**src/rtl/bst_pkg.sv**
```systemverilog
package bst_pkg;
  localparam int ADDR_W = 8;
  localparam logic [ADDR_W-1:0] A_CNT_LO   = 8'h00;
  localparam logic [ADDR_W-1:0] A_CNT_HI   = 8'h04;
  localparam logic [ADDR_W-1:0] A_ADJ_INT  = 8'h08;
  localparam logic [ADDR_W-1:0] A_ADJ_FRAC = 8'h0C;
  localparam logic [ADDR_W-1:0] A_SLOT_LO  = 8'h10;
  localparam logic [ADDR_W-1:0] A_SLOT_HI  = 8'h14;
  localparam logic [ADDR_W-1:0] A_DRIFT    = 8'h18;
  localparam logic [ADDR_W-1:0] A_THRESH   = 8'h1C;
  localparam logic [ADDR_W-1:0] A_STATUS   = 8'h20;
endpackage

```
**src/rtl/bst_frac_drift.sv**
```systemverilog
module bst_frac_drift #(
  parameter int DATA_W     = 32,
  parameter int FRAC_W     = 5,
  parameter int DRIFT_STEP = 31250
) (
  input  logic                     clk,
  input  logic                     rst_n,
  input  logic                     tick,
  input  logic signed [DATA_W-1:0] drift,
  input  logic                     frac_wr,
  input  logic [FRAC_W-1:0]        frac_in,
  output logic                     carry_inc,
  output logic                     carry_dec
);
  localparam int AW = DATA_W + 2;
  localparam int FW = FRAC_W + 2;
  localparam logic signed [AW-1:0] STEP_P = AW'(DRIFT_STEP);
  localparam logic signed [AW-1:0] STEP_N = -STEP_P;

  logic signed [AW-1:0] acc_q, acc_n, acc_sum;
  logic [FRAC_W-1:0]    frac_q;
  logic signed [FW-1:0] fsum, fstep, fadd;
  logic                 step_up, step_dn;

  always_comb begin
    acc_sum = acc_q + {{2{drift[DATA_W-1]}}, drift};
    step_up = 1'b0;
    step_dn = 1'b0;
    acc_n   = acc_q;
    if (tick) begin
      if (acc_sum >= STEP_P) begin
        step_up = 1'b1;
        acc_n   = acc_sum - STEP_P;
      end else if (acc_sum <= STEP_N) begin
        step_dn = 1'b1;
        acc_n   = acc_sum + STEP_P;
      end else begin
        acc_n   = acc_sum;
      end
    end
    if (step_up)      fstep = {{(FW-1){1'b0}}, 1'b1};
    else if (step_dn) fstep = '1;
    else              fstep = '0;
    fadd      = frac_wr ? {2'b00, frac_in} : '0;
    fsum      = {2'b00, frac_q} + fadd + fstep;
    carry_inc = (fsum[FW-1:FRAC_W] == 2'b01);
    carry_dec = fsum[FW-1];
  end

  always_ff @(posedge clk) begin
    if (!rst_n) begin
      acc_q  <= '0;
      frac_q <= '0;
    end else begin
      acc_q  <= acc_n;
      frac_q <= fsum[FRAC_W-1:0];
    end
  end

  // carry and borrow never occur together
  a_r4_one_direction: assert property (@(posedge clk) disable iff (!rst_n)
    !(carry_inc && carry_dec));
  // without a tick or a fraction write the fraction holds
  a_r5_idle_frac: assert property (@(posedge clk) disable iff (!rst_n)
    (!tick && !frac_wr) |=> $stable(frac_q));
endmodule

```
**src/rtl/bst_slot_trigger.sv**
```systemverilog
module bst_slot_trigger #(
  parameter int CNT_W = 64
) (
  input  logic               clk,
  input  logic               rst_n,
  input  logic [CNT_W-1:0]   cnt,
  input  logic               lo_wr,
  input  logic               hi_wr,
  input  logic [CNT_W/2-1:0] wdata,
  output logic [CNT_W-1:0]   cmp,
  output logic               pulse
);
  localparam int HW = CNT_W / 2;

  logic armed_q, fire;

  assign fire = armed_q && (cnt >= cmp);

  always_ff @(posedge clk) begin
    if (!rst_n) begin
      cmp     <= '1;
      armed_q <= 1'b0;
      pulse   <= 1'b0;
    end else begin
      pulse <= fire;
      if (lo_wr) cmp[HW-1:0]     <= wdata;
      if (hi_wr) cmp[CNT_W-1:HW] <= wdata;
      if (hi_wr)      armed_q <= 1'b1;
      else if (lo_wr) armed_q <= 1'b0;
      else if (fire)  armed_q <= 1'b0;
    end
  end

  // a pulse only follows an armed cycle
  a_r6_pulse_armed: assert property (@(posedge clk) disable iff (!rst_n)
    pulse |-> $past(armed_q));
  // an armed trigger past its compare value is consumed at the next edge
  a_r7_fire_disarms: assert property (@(posedge clk) disable iff (!rst_n)
    (fire && !hi_wr) |=> (!armed_q && pulse));
endmodule

```
**src/rtl/bst_beacon_filter.sv**
```systemverilog
module bst_beacon_filter #(
  parameter int DATA_W = 32,
  parameter int CNT_W  = 64
) (
  input  logic              clk,
  input  logic              rst_n,
  input  logic [CNT_W-1:0]  cnt,
  input  logic              pre_capture,
  input  logic              bcn_valid,
  input  logic [CNT_W-1:0]  bcn_tsf,
  input  logic [DATA_W-1:0] thresh,
  output logic              bcn_ready,
  output logic              corr_en,
  output logic [CNT_W-1:0]  corr,
  output logic              reject
);
  logic [CNT_W-1:0] cap_q, off, mag;
  logic             accept, too_far;

  always_comb begin
    accept  = bcn_valid && bcn_ready;
    off     = bcn_tsf - cap_q;
    mag     = off[CNT_W-1] ? (~off + 1'b1) : off;
    too_far = mag > {{(CNT_W-DATA_W){1'b0}}, thresh};
    reject  = accept && too_far;
    corr_en = accept && !too_far;
    corr    = corr_en ? off : '0;
  end

  always_ff @(posedge clk) begin
    if (!rst_n) begin
      cap_q     <= '0;
      bcn_ready <= 1'b0;
    end else if (pre_capture) begin
      cap_q     <= cnt;
      bcn_ready <= 1'b1;
    end else if (accept) begin
      bcn_ready <= 1'b0;
    end
  end

  // capture opens the channel; consumption closes it
  a_r8_capture_ready: assert property (@(posedge clk) disable iff (!rst_n)
    pre_capture |=> bcn_ready);
  a_r8_accept_drops: assert property (@(posedge clk) disable iff (!rst_n)
    (accept && !pre_capture) |=> !bcn_ready);
endmodule

```
**src/rtl/beacon_sync_timer.sv**
```systemverilog
module beacon_sync_timer
  import bst_pkg::*;
#(
  parameter int DATA_W     = 32,
  parameter int FRAC_W     = 5,
  parameter int DRIFT_STEP = 31250,
  parameter int THRESH_RST = 100
) (
  input  logic                clk,
  input  logic                rst_n,
  input  logic                us_tick,
  input  logic                reg_wr,
  input  logic                reg_rd,
  input  logic [ADDR_W-1:0]   reg_addr,
  input  logic [DATA_W-1:0]   reg_wdata,
  output logic [DATA_W-1:0]   reg_rdata,
  output logic                reg_rvalid,
  input  logic                pre_capture,
  input  logic                bcn_valid,
  output logic                bcn_ready,
  input  logic [2*DATA_W-1:0] bcn_tsf,
  output logic                slot_pulse,
  output logic                reject_sticky
);
  localparam int CNT_W = 2 * DATA_W;

  logic [CNT_W-1:0]         cnt_q, cnt_n, adj_ext, corr, cmp;
  logic [DATA_W-1:0]        shadow_q, thresh_q;
  logic signed [DATA_W-1:0] drift_q;
  logic carry_inc, carry_dec, corr_en, reject;
  logic wr_adj, wr_frac, wr_lo, wr_hi, wr_drift, wr_thr, wr_stat, rd_lo;

  always_comb begin
    wr_adj   = reg_wr && (reg_addr == A_ADJ_INT);
    wr_frac  = reg_wr && (reg_addr == A_ADJ_FRAC);
    wr_lo    = reg_wr && (reg_addr == A_SLOT_LO);
    wr_hi    = reg_wr && (reg_addr == A_SLOT_HI);
    wr_drift = reg_wr && (reg_addr == A_DRIFT);
    wr_thr   = reg_wr && (reg_addr == A_THRESH);
    wr_stat  = reg_wr && (reg_addr == A_STATUS);
    rd_lo    = reg_rd && (reg_addr == A_CNT_LO);
    adj_ext  = wr_adj ? {{DATA_W{reg_wdata[DATA_W-1]}}, reg_wdata} : '0;
    cnt_n    = cnt_q + CNT_W'(us_tick) + CNT_W'(carry_inc) - CNT_W'(carry_dec)
             + adj_ext + corr;
  end

  bst_frac_drift #(.DATA_W(DATA_W), .FRAC_W(FRAC_W), .DRIFT_STEP(DRIFT_STEP)) u_frac (
    .clk(clk), .rst_n(rst_n), .tick(us_tick), .drift(drift_q),
    .frac_wr(wr_frac), .frac_in(reg_wdata[FRAC_W-1:0]),
    .carry_inc(carry_inc), .carry_dec(carry_dec));

  bst_slot_trigger #(.CNT_W(CNT_W)) u_slot (
    .clk(clk), .rst_n(rst_n), .cnt(cnt_q), .lo_wr(wr_lo), .hi_wr(wr_hi),
    .wdata(reg_wdata), .cmp(cmp), .pulse(slot_pulse));

  bst_beacon_filter #(.DATA_W(DATA_W), .CNT_W(CNT_W)) u_bcn (
    .clk(clk), .rst_n(rst_n), .cnt(cnt_q), .pre_capture(pre_capture),
    .bcn_valid(bcn_valid), .bcn_tsf(bcn_tsf), .thresh(thresh_q),
    .bcn_ready(bcn_ready), .corr_en(corr_en), .corr(corr), .reject(reject));

  always_ff @(posedge clk) begin
    if (!rst_n) begin
      cnt_q         <= '0;
      shadow_q      <= '0;
      drift_q       <= '0;
      thresh_q      <= DATA_W'(THRESH_RST);
      reject_sticky <= 1'b0;
      reg_rdata     <= '0;
      reg_rvalid    <= 1'b0;
    end else begin
      cnt_q      <= cnt_n;
      reg_rvalid <= reg_rd;
      if (wr_drift) drift_q  <= reg_wdata;
      if (wr_thr)   thresh_q <= reg_wdata;
      if (reject)                      reject_sticky <= 1'b1;
      else if (wr_stat && reg_wdata[0]) reject_sticky <= 1'b0;
      if (rd_lo) shadow_q <= cnt_q[CNT_W-1:DATA_W];
      if (reg_rd) begin
        case (reg_addr)
          A_CNT_LO:  reg_rdata <= cnt_q[DATA_W-1:0];
          A_CNT_HI:  reg_rdata <= shadow_q;
          A_SLOT_LO: reg_rdata <= cmp[DATA_W-1:0];
          A_SLOT_HI: reg_rdata <= cmp[CNT_W-1:DATA_W];
          A_DRIFT:   reg_rdata <= drift_q;
          A_THRESH:  reg_rdata <= thresh_q;
          A_STATUS:  reg_rdata <= {{(DATA_W-1){1'b0}}, reject_sticky};
          default:   reg_rdata <= '0;
        endcase
      end
    end
  end

  // a bare tick advances the count by exactly one
  a_r1_plain_tick: assert property (@(posedge clk) disable iff (!rst_n)
    (us_tick && !carry_inc && !carry_dec && !wr_adj && !corr_en)
      |=> cnt_q == $past(cnt_q) + 1);
  // a rejected beacon leaves the count alone and the flag holds until cleared
  a_r10_reject_no_move: assert property (@(posedge clk) disable iff (!rst_n)
    (reject && !us_tick && !wr_adj && !wr_frac && !carry_inc && !carry_dec)
      |=> $stable(cnt_q));
  a_r10_sticky_hold: assert property (@(posedge clk) disable iff (!rst_n)
    (reject_sticky && !(wr_stat && reg_wdata[0])) |=> reject_sticky);
  // a low-word read snapshots the high word
  a_r2_shadow: assert property (@(posedge clk) disable iff (!rst_n)
    rd_lo |=> shadow_q == $past(cnt_q[CNT_W-1:DATA_W]));
  // read data is one cycle behind the strobe
  a_r12_rvalid: assert property (@(posedge clk) disable iff (!rst_n)
    reg_rd |=> reg_rvalid);
endmodule

```
**config.mk**
```make
export PLATFORM = sky130hd
export DESIGN_NAME = beacon_sync_timer
export DESIGN_NICKNAME = d
export VERILOG_FILES = /design/src/rtl/bst_pkg.sv /design/src/rtl/bst_frac_drift.sv /design/src/rtl/bst_slot_trigger.sv /design/src/rtl/bst_beacon_filter.sv /design/src/rtl/beacon_sync_timer.sv
export SDC_FILE = /design/constraint.sdc
export NUM_CORES = 2
export LEC_CHECK = 0
export BUFFER_PORTS_ARGS = -buffer_cell sky130_fd_sc_hd__buf_2
export CAP_MARGIN = 30
export CORE_MARGIN = 10
export CORE_UTILIZATION = 55
export CTS_BUF_LIST = sky130_fd_sc_hd__clkbuf_4 sky130_fd_sc_hd__clkbuf_8 sky130_fd_sc_hd__clkbuf_16
export CTS_CLUSTER_SIZE = 16
export DETAILED_ROUTE_END_ITERATION = 8
export PLACE_DENSITY = 0.82
export SLEW_MARGIN = 0
export SYNTH_ARGS = -nofsm -noshare
export SYNTH_HDL_FRONTEND = slang
export SYNTH_HIERARCHICAL = 1
export SYNTH_SLANG_ARGS = --single-unit
```
**constraint.sdc**
```tcl
create_clock -name clk -period 11.6 [get_ports clk]
set_input_delay 2.32 -clock clk [delete_from_list [all_inputs] [get_ports clk]]
set_output_delay 2.32 -clock clk [all_outputs]
set_load 0.005 [all_outputs]
```
# Yosys cells after proc, flatten, opt, wreduce, memory -nomap -nowiden

Cells that the tools add are included.

Register bits after elaboration: 364
Input bits: 111
Output and inout bits: 36
Word-level logic and storage cells: 80

Add/subtract/negate cells: 12
$lt $le $gt $ge: 4
Equal/unequal tests: 9
Mux-type cells: 21
Bitwise gates (word level): 1
Reductions and logical operators: 18

Operators by type and width:

| cell                                                                                  | count |
|---|---|
| 32-bit case mux with 7 select lines                                                   | 1 |
| 64-bit two-way mux                                                                    | 3 |
| 64-bit by 1-bit adder with 64-bit output                                              | 2 |
| 64-bit adder                                                                          | 2 |
| 34-bit two-way mux                                                                    | 2 |
| 64-bit by 1-bit adder with 64-bit output, second input constant                       | 1 |
| 64-bit greater-or-equal comparator                                                    | 1 |
| 64-bit by 32-bit greater-than comparator with 1-bit output                            | 1 |
| 64-bit inverter                                                                       | 1 |
| 64-bit by 1-bit subtractor with 64-bit output                                         | 1 |
| 64-bit subtractor                                                                     | 1 |
| 34-bit by 16-bit adder with 34-bit output, second input constant                      | 1 |
| 34-bit adder                                                                          | 1 |
| 34-bit by 16-bit greater-or-equal comparator with 1-bit output, second input constant | 1 |
| 34-bit by 16-bit less-or-equal comparator with 1-bit output, second input constant    | 1 |
| 34-bit by 16-bit subtractor with 34-bit output, second input constant                 | 1 |
| 8-bit by 5-bit == test with 1-bit output, second input constant                       | 4 |
| 8-bit by 4-bit == test with 1-bit output, second input constant                       | 2 |
| 7-bit two-way mux                                                                     | 2 |
| 1-bit logical AND                                                                     | 13 |
| 1-bit two-way mux                                                                     | 12 |
| 8-bit by 3-bit == test with 1-bit output, second input constant                       | 1 |
| 8-bit by 6-bit == test with 1-bit output, second input constant                       | 1 |
| 8-bit logical NOT                                                                     | 1 |
| 7 further kinds                                                                       | 8 |

# Longest topological paths before layout

Depth after elaboration: 13
Mapped depth: 47
Mapped depth without buffers: 43

# Cells and area by module

The synthesis kept the hierarchy.

Modules (own cells, without submodules):

| module            | times used | cells each | area each (sq um) | seq. area each (sq um) |
|---|---|---|---|---|
| beacon_sync_timer | 1          | 1823       | 13997.2           | 3883.7 |
| bst_beacon_filter | 1          | 1613       | 11285.8           | 1301.2 |
| bst_frac_drift    | 1          | 780        | 5545.3            | 780.7 |
| bst_slot_trigger  | 1          | 444        | 3742.3            | 1321.3 |

# Worst setup path after synthesis

No wires, ideal clock.

Path kind: input-to-reg
From: input bcn_tsf[12]
To: register cnt_q[58]
Setup time: 0.072 ns
Arrival time: 11.281 ns
Data required time: 11.528 ns
Setup slack: 0.248 ns
Cell stages on the path: 42
Buffers on the path: 6
Path through: ha_1 clkbuf_1 and4_1 clkbuf_1 o211ai_1 a211oi_2 o21ai_0 a21oi_1 xnor2_1 clkbuf_1 clkbuf_1 clkbuf_1 nand2_1 xnor2_1 ha_1 a21o_1 a21o_1 a21oi_1 [6 not listed] nor4_1 nand4_1 or4_4 buf_6 nor3_1 inv_1 fa_1 fa_1 fa_1 nor2b_1 o211ai_1 a311oi_4 nor3_2 o31ai_1 a21o_1 a31oi_1 o21ai_1 mux2i_1

Word-level cells in the longest chain between the ends: 9

RTL lines:

| element                                                      | line                    | RTL |
|---|---|---|
| start, declared                                              | beacon_sync_timer.sv:21 | `input logic [2*DATA_W-1:0] bcn_tsf,` |
| 64-bit subtractor *                                          | bst_beacon_filter.sv:22 | `off = bcn_tsf - cap_q;` |
| 64-bit inverter                                              | bst_beacon_filter.sv:23 | `mag = off[CNT_W-1] ? (~off + 1'b1) : off;` |
| 64-bit by 1-bit adder with 64-bit output                     | bst_beacon_filter.sv:23 |  |
| 64-bit two-way mux *                                         | bst_beacon_filter.sv:23 |  |
| 64-bit by 32-bit greater-than comparator with 1-bit output * | bst_beacon_filter.sv:24 | `too_far = mag > {{(CNT_W-DATA_W){1'b0}}, thresh};` |
| 1-bit logical NOT *                                          | bst_beacon_filter.sv:26 | `corr_en = accept && !too_far;` |
| 1-bit logical AND *                                          | bst_beacon_filter.sv:26 |  |
| 64-bit two-way mux *                                         | bst_beacon_filter.sv:27 | `corr = corr_en ? off : '0;` |
| net corr[0]                                                  | beacon_sync_timer.sv:27 | `logic [CNT_W-1:0] cnt_q, cnt_n, adj_ext, corr, cmp;` |
| 64-bit adder *                                               | beacon_sync_timer.sv:44 | `+ adj_ext + corr;` |
| end signal, assigned                                         | beacon_sync_timer.sv:71 | `cnt_q <= cnt_n;` |
| end, declared                                                | beacon_sync_timer.sv:27 |  |

Mark *: on every way through the listed nets, which the timed path passes. The rest lies on a longest branch.
A chain may end at the register's enable or synchronous reset.

# Worst setup path in the final report

From: input bcn_tsf[0]
To: register cnt_q[46]

Word-level cells in the longest chain between the ends: 9

RTL lines:

| element                                                    | line |
|---|---|
| 64-bit subtractor *                                        | bst_beacon_filter.sv:22 |
| 64-bit inverter                                            | bst_beacon_filter.sv:23 |
| 64-bit by 1-bit adder with 64-bit output                   | bst_beacon_filter.sv:23 |
| 64-bit two-way mux                                         | bst_beacon_filter.sv:23 |
| 64-bit by 32-bit greater-than comparator with 1-bit output | bst_beacon_filter.sv:24 |
| 1-bit logical NOT                                          | bst_beacon_filter.sv:26 |
| 1-bit logical AND                                          | bst_beacon_filter.sv:26 |
| 64-bit two-way mux *                                       | bst_beacon_filter.sv:27 |
| net corr[0]                                                | beacon_sync_timer.sv:27 |
| 64-bit adder *                                             | beacon_sync_timer.sv:44 |

Marked as above.

==> impl_metrics.tcl <==
set metrics [dict create \
    outcome "finished clean" \
    type_of_the_tightest_min_delay_check "reg -> reg" \
    number_of_detailed_route_iterations_in_the_first_pass 7 \
    clock_tree_from_tritoncts "yes" \
    hold_path_startpoint "shadow_q[29]" \
    worstRegToRegCells 35 \
    post_route_cells_drive_above_1_share_pct 16.1 \
    grt_start_max_net_pins 100 \
    slew_violations 0 \
    finalSetupTns_ns 0 \
    flow.area_growth_from_synthesis_pct 17.7 \
    hpwlAfterDp_um 106000 \
    postRouteAntennaNets 0 \
    grt_pass1_wl_um 204000 \
    crit_start "bcn_tsf[0]" \
    achievable-frequency_ghz 0.0892 \
    chipWidth_um 271 \
    period_share_pct 96.6 \
    worst-slew-pin-transition_ns 1.11 \
    clk_pin_slew_worst_paths_ns 0.06 \
    hold_path_depth 2 \
    summed_instance_area_of_the_synthesized_netlist_um2 34600 \
    hold_viol 0 \
    worst_path_slowest_cell "or4_4" \
    syn_nets 5169 \
    cts-root-to-sink-buffers 3 \
    syn_avg_cell_area_um2 7.42 \
    port_buffers 146 \
    total_power_mw 9.96 \
    powerDensity_nw_per_um2 245 \
    maxSlewHeadroom_pct 25.5 \
    top_level_ports 147 \
    initial_core_util_pct 55.8 \
    critical_path.reg2reg.startpoint "drift_q[3]" \
    globalRouteTotalUtil_pct 34.8 \
    aggregate_routed_wire_length_um 135000 \
    final_area_um2 40700 \
    vdd_ir_drop_max_v 0.000279 \
    whs_ns 0.454 \
    cp_data_required_time_ns 12.03 \
    placedInstanceArea_um2 39000 \
    finalCriticalPeriod_ns 11.21 \
    antenna_found_initial 1 \
    p_leak_nw 17.6 \
    design.final.nets 5599 \
    routed_via_density 6.41 \
    finalSetupViolCount 0 \
    setup.worst_path.start_class "input port" \
    first_global_vias 36000 \
    maxCapViolations 0 \
    detailedRoute.firstIterationViolations 4801 \
    cp_slowest_stage_delay_ns 0.61 \
    route.vias.total 38100 \
    end_kind "flip-flop" \
    coreArea_um2 61900 \
    critical_path_peak_fanout 6 \
    synthesis.yosys.warnings 6 \
    remaining_drc_errors 0 \
    fp.dieArea_um2 73300 \
    syn-instance-count 4659 \
    tritoncts_buffers 42 \
    chipHeight_um 271 \
    worst-setup-path-type "in -> reg" \
    routed_wire_length_per_instance_um 22.6 \
    clock_latency_ns 0.60 \
    finalWeightedCongestion 1.05 \
    worst_setup_skew_after_layout_ns 0.0300 \
    rows 91 \
    htree_num_levels 2 \
    cts-root-buf "clkbuf_16" \
    cts_sinks 364 \
    critPathArrivalTime_ns 11.64 \
    gr-total-overflow 0 \
]
## worst max-delay path, delay by kind of cell
kind,cells,cell delay [ns]
XOR/XNOR,3,0.48
AND/OR/NAND/NOR,16,3.54
buffers and inverters,9,1.08
AO/OA/AOI/OAI,10,2.02
adder cells (fa/ha/maj),6,2.17
## final timing paths
check                 end  slack, ns
min reg2reg  shadow_q[29]       0.45
max             cnt_q[46]       0.39
min          shadow_q[29]       0.45
max reg2reg     cnt_q[46]       0.98
## final cells by class
class | instances | area [um2]
clock inverters | 13 | 175
inverters | 469 | 1770
multi-input cells | 3599 | 24900
well taps | 837 | 1050
clock buffers | 57 | 1220
repair buffers | 613 | 4310
fillers | 5438 | 21300
diodes | 1 | 2.50
flip-flops and latches | 364 | 7290
## cells in the final DEF (no fill, tap or decap), types with 21 or more instances in the layout
cell type  count
and2_1        40
inv_1        467
nor3_1       101
nand4_1      101
and3_1        42
buf_4        462
a21oi_1      411
nor3_2        25
nand2_1      595
o211ai_1     106
a22oi_1       98
nand3_1       85
o21ai_0      189
a211oi_1      33
or3_1         40
dfxtp_1      364
and4_1        25
nor2b_1       91
o21bai_1      22
mux2i_1       90
ha_1         328
xor2_1        61
nand2b_1      29
buf_2        144
o31ai_1       21
xnor2_1       88
fa_1          68
a21o_1        80
nor4_1        36
clkbuf_16     43
nor2_1       311
o21a_1        41
a31oi_1       70
## metrics by stage
step           setup slack (ns)  utilization, %  instances
2_1_floorplan             0.248               -       4659
3_3_place_gp             -0.242            62.9       5873
3_5_place_dp             -0.515            63.0       5875
4_1_cts                  0.0314            65.3       5945
5_1_grt                  -0.133            65.7       5953
6_report                  0.393            65.7       5953
## flip-flops by register name, summed over array words and instances (netlist names)
register and flops:
u_slot/cmp 64, reject_sticky 1, shadow_q 32, u_frac/acc_q 34, u_slot/armed_q 1, reg_rdata 32
drift_q 32, thresh_q 32, u_bcn/bcn_ready 1, u_frac/frac_q 5, u_bcn/cap_q 64, cnt_q 64
reg_rvalid 1, u_slot/pulse 1
## where the power goes
part           switching, mW  leakage [nW]  total [mW]  internal [mW]
sequential             0.302          2.97        1.75           1.45
clock                  0.593         0.682        1.40          0.808
combinational           3.77          13.9        6.81           3.04
total                   4.66          17.6        9.96           5.30
## routing by layer
| layer | part of all wire [%] | GRT usage [%] | vias to the layer above |
|---|---|---|---|
| li1 | - | - | 17500 |
| met1 | 39 | 43.9 | 17800 |
| met2 | 43 | 53.3 | 2308 |
| met3 | 11 | 8.35 | 498 |
| met4 | 6.7 | 20.7 | 0 |
| met5 | 0 | 0 | - |
## what timing repair did
| item | 4_1_cts | 5_1_grt |
|---|---|---|
| buffers inserted | 0 | 7 |
| hold buffers | 0 | 0 |
| setup endpoints to repair | 2 | 44 |
| resized for setup | 0 | 43 |
| pin swaps | 1 | 18 |
Note: power is estimated with default switching activity, not from simulation.
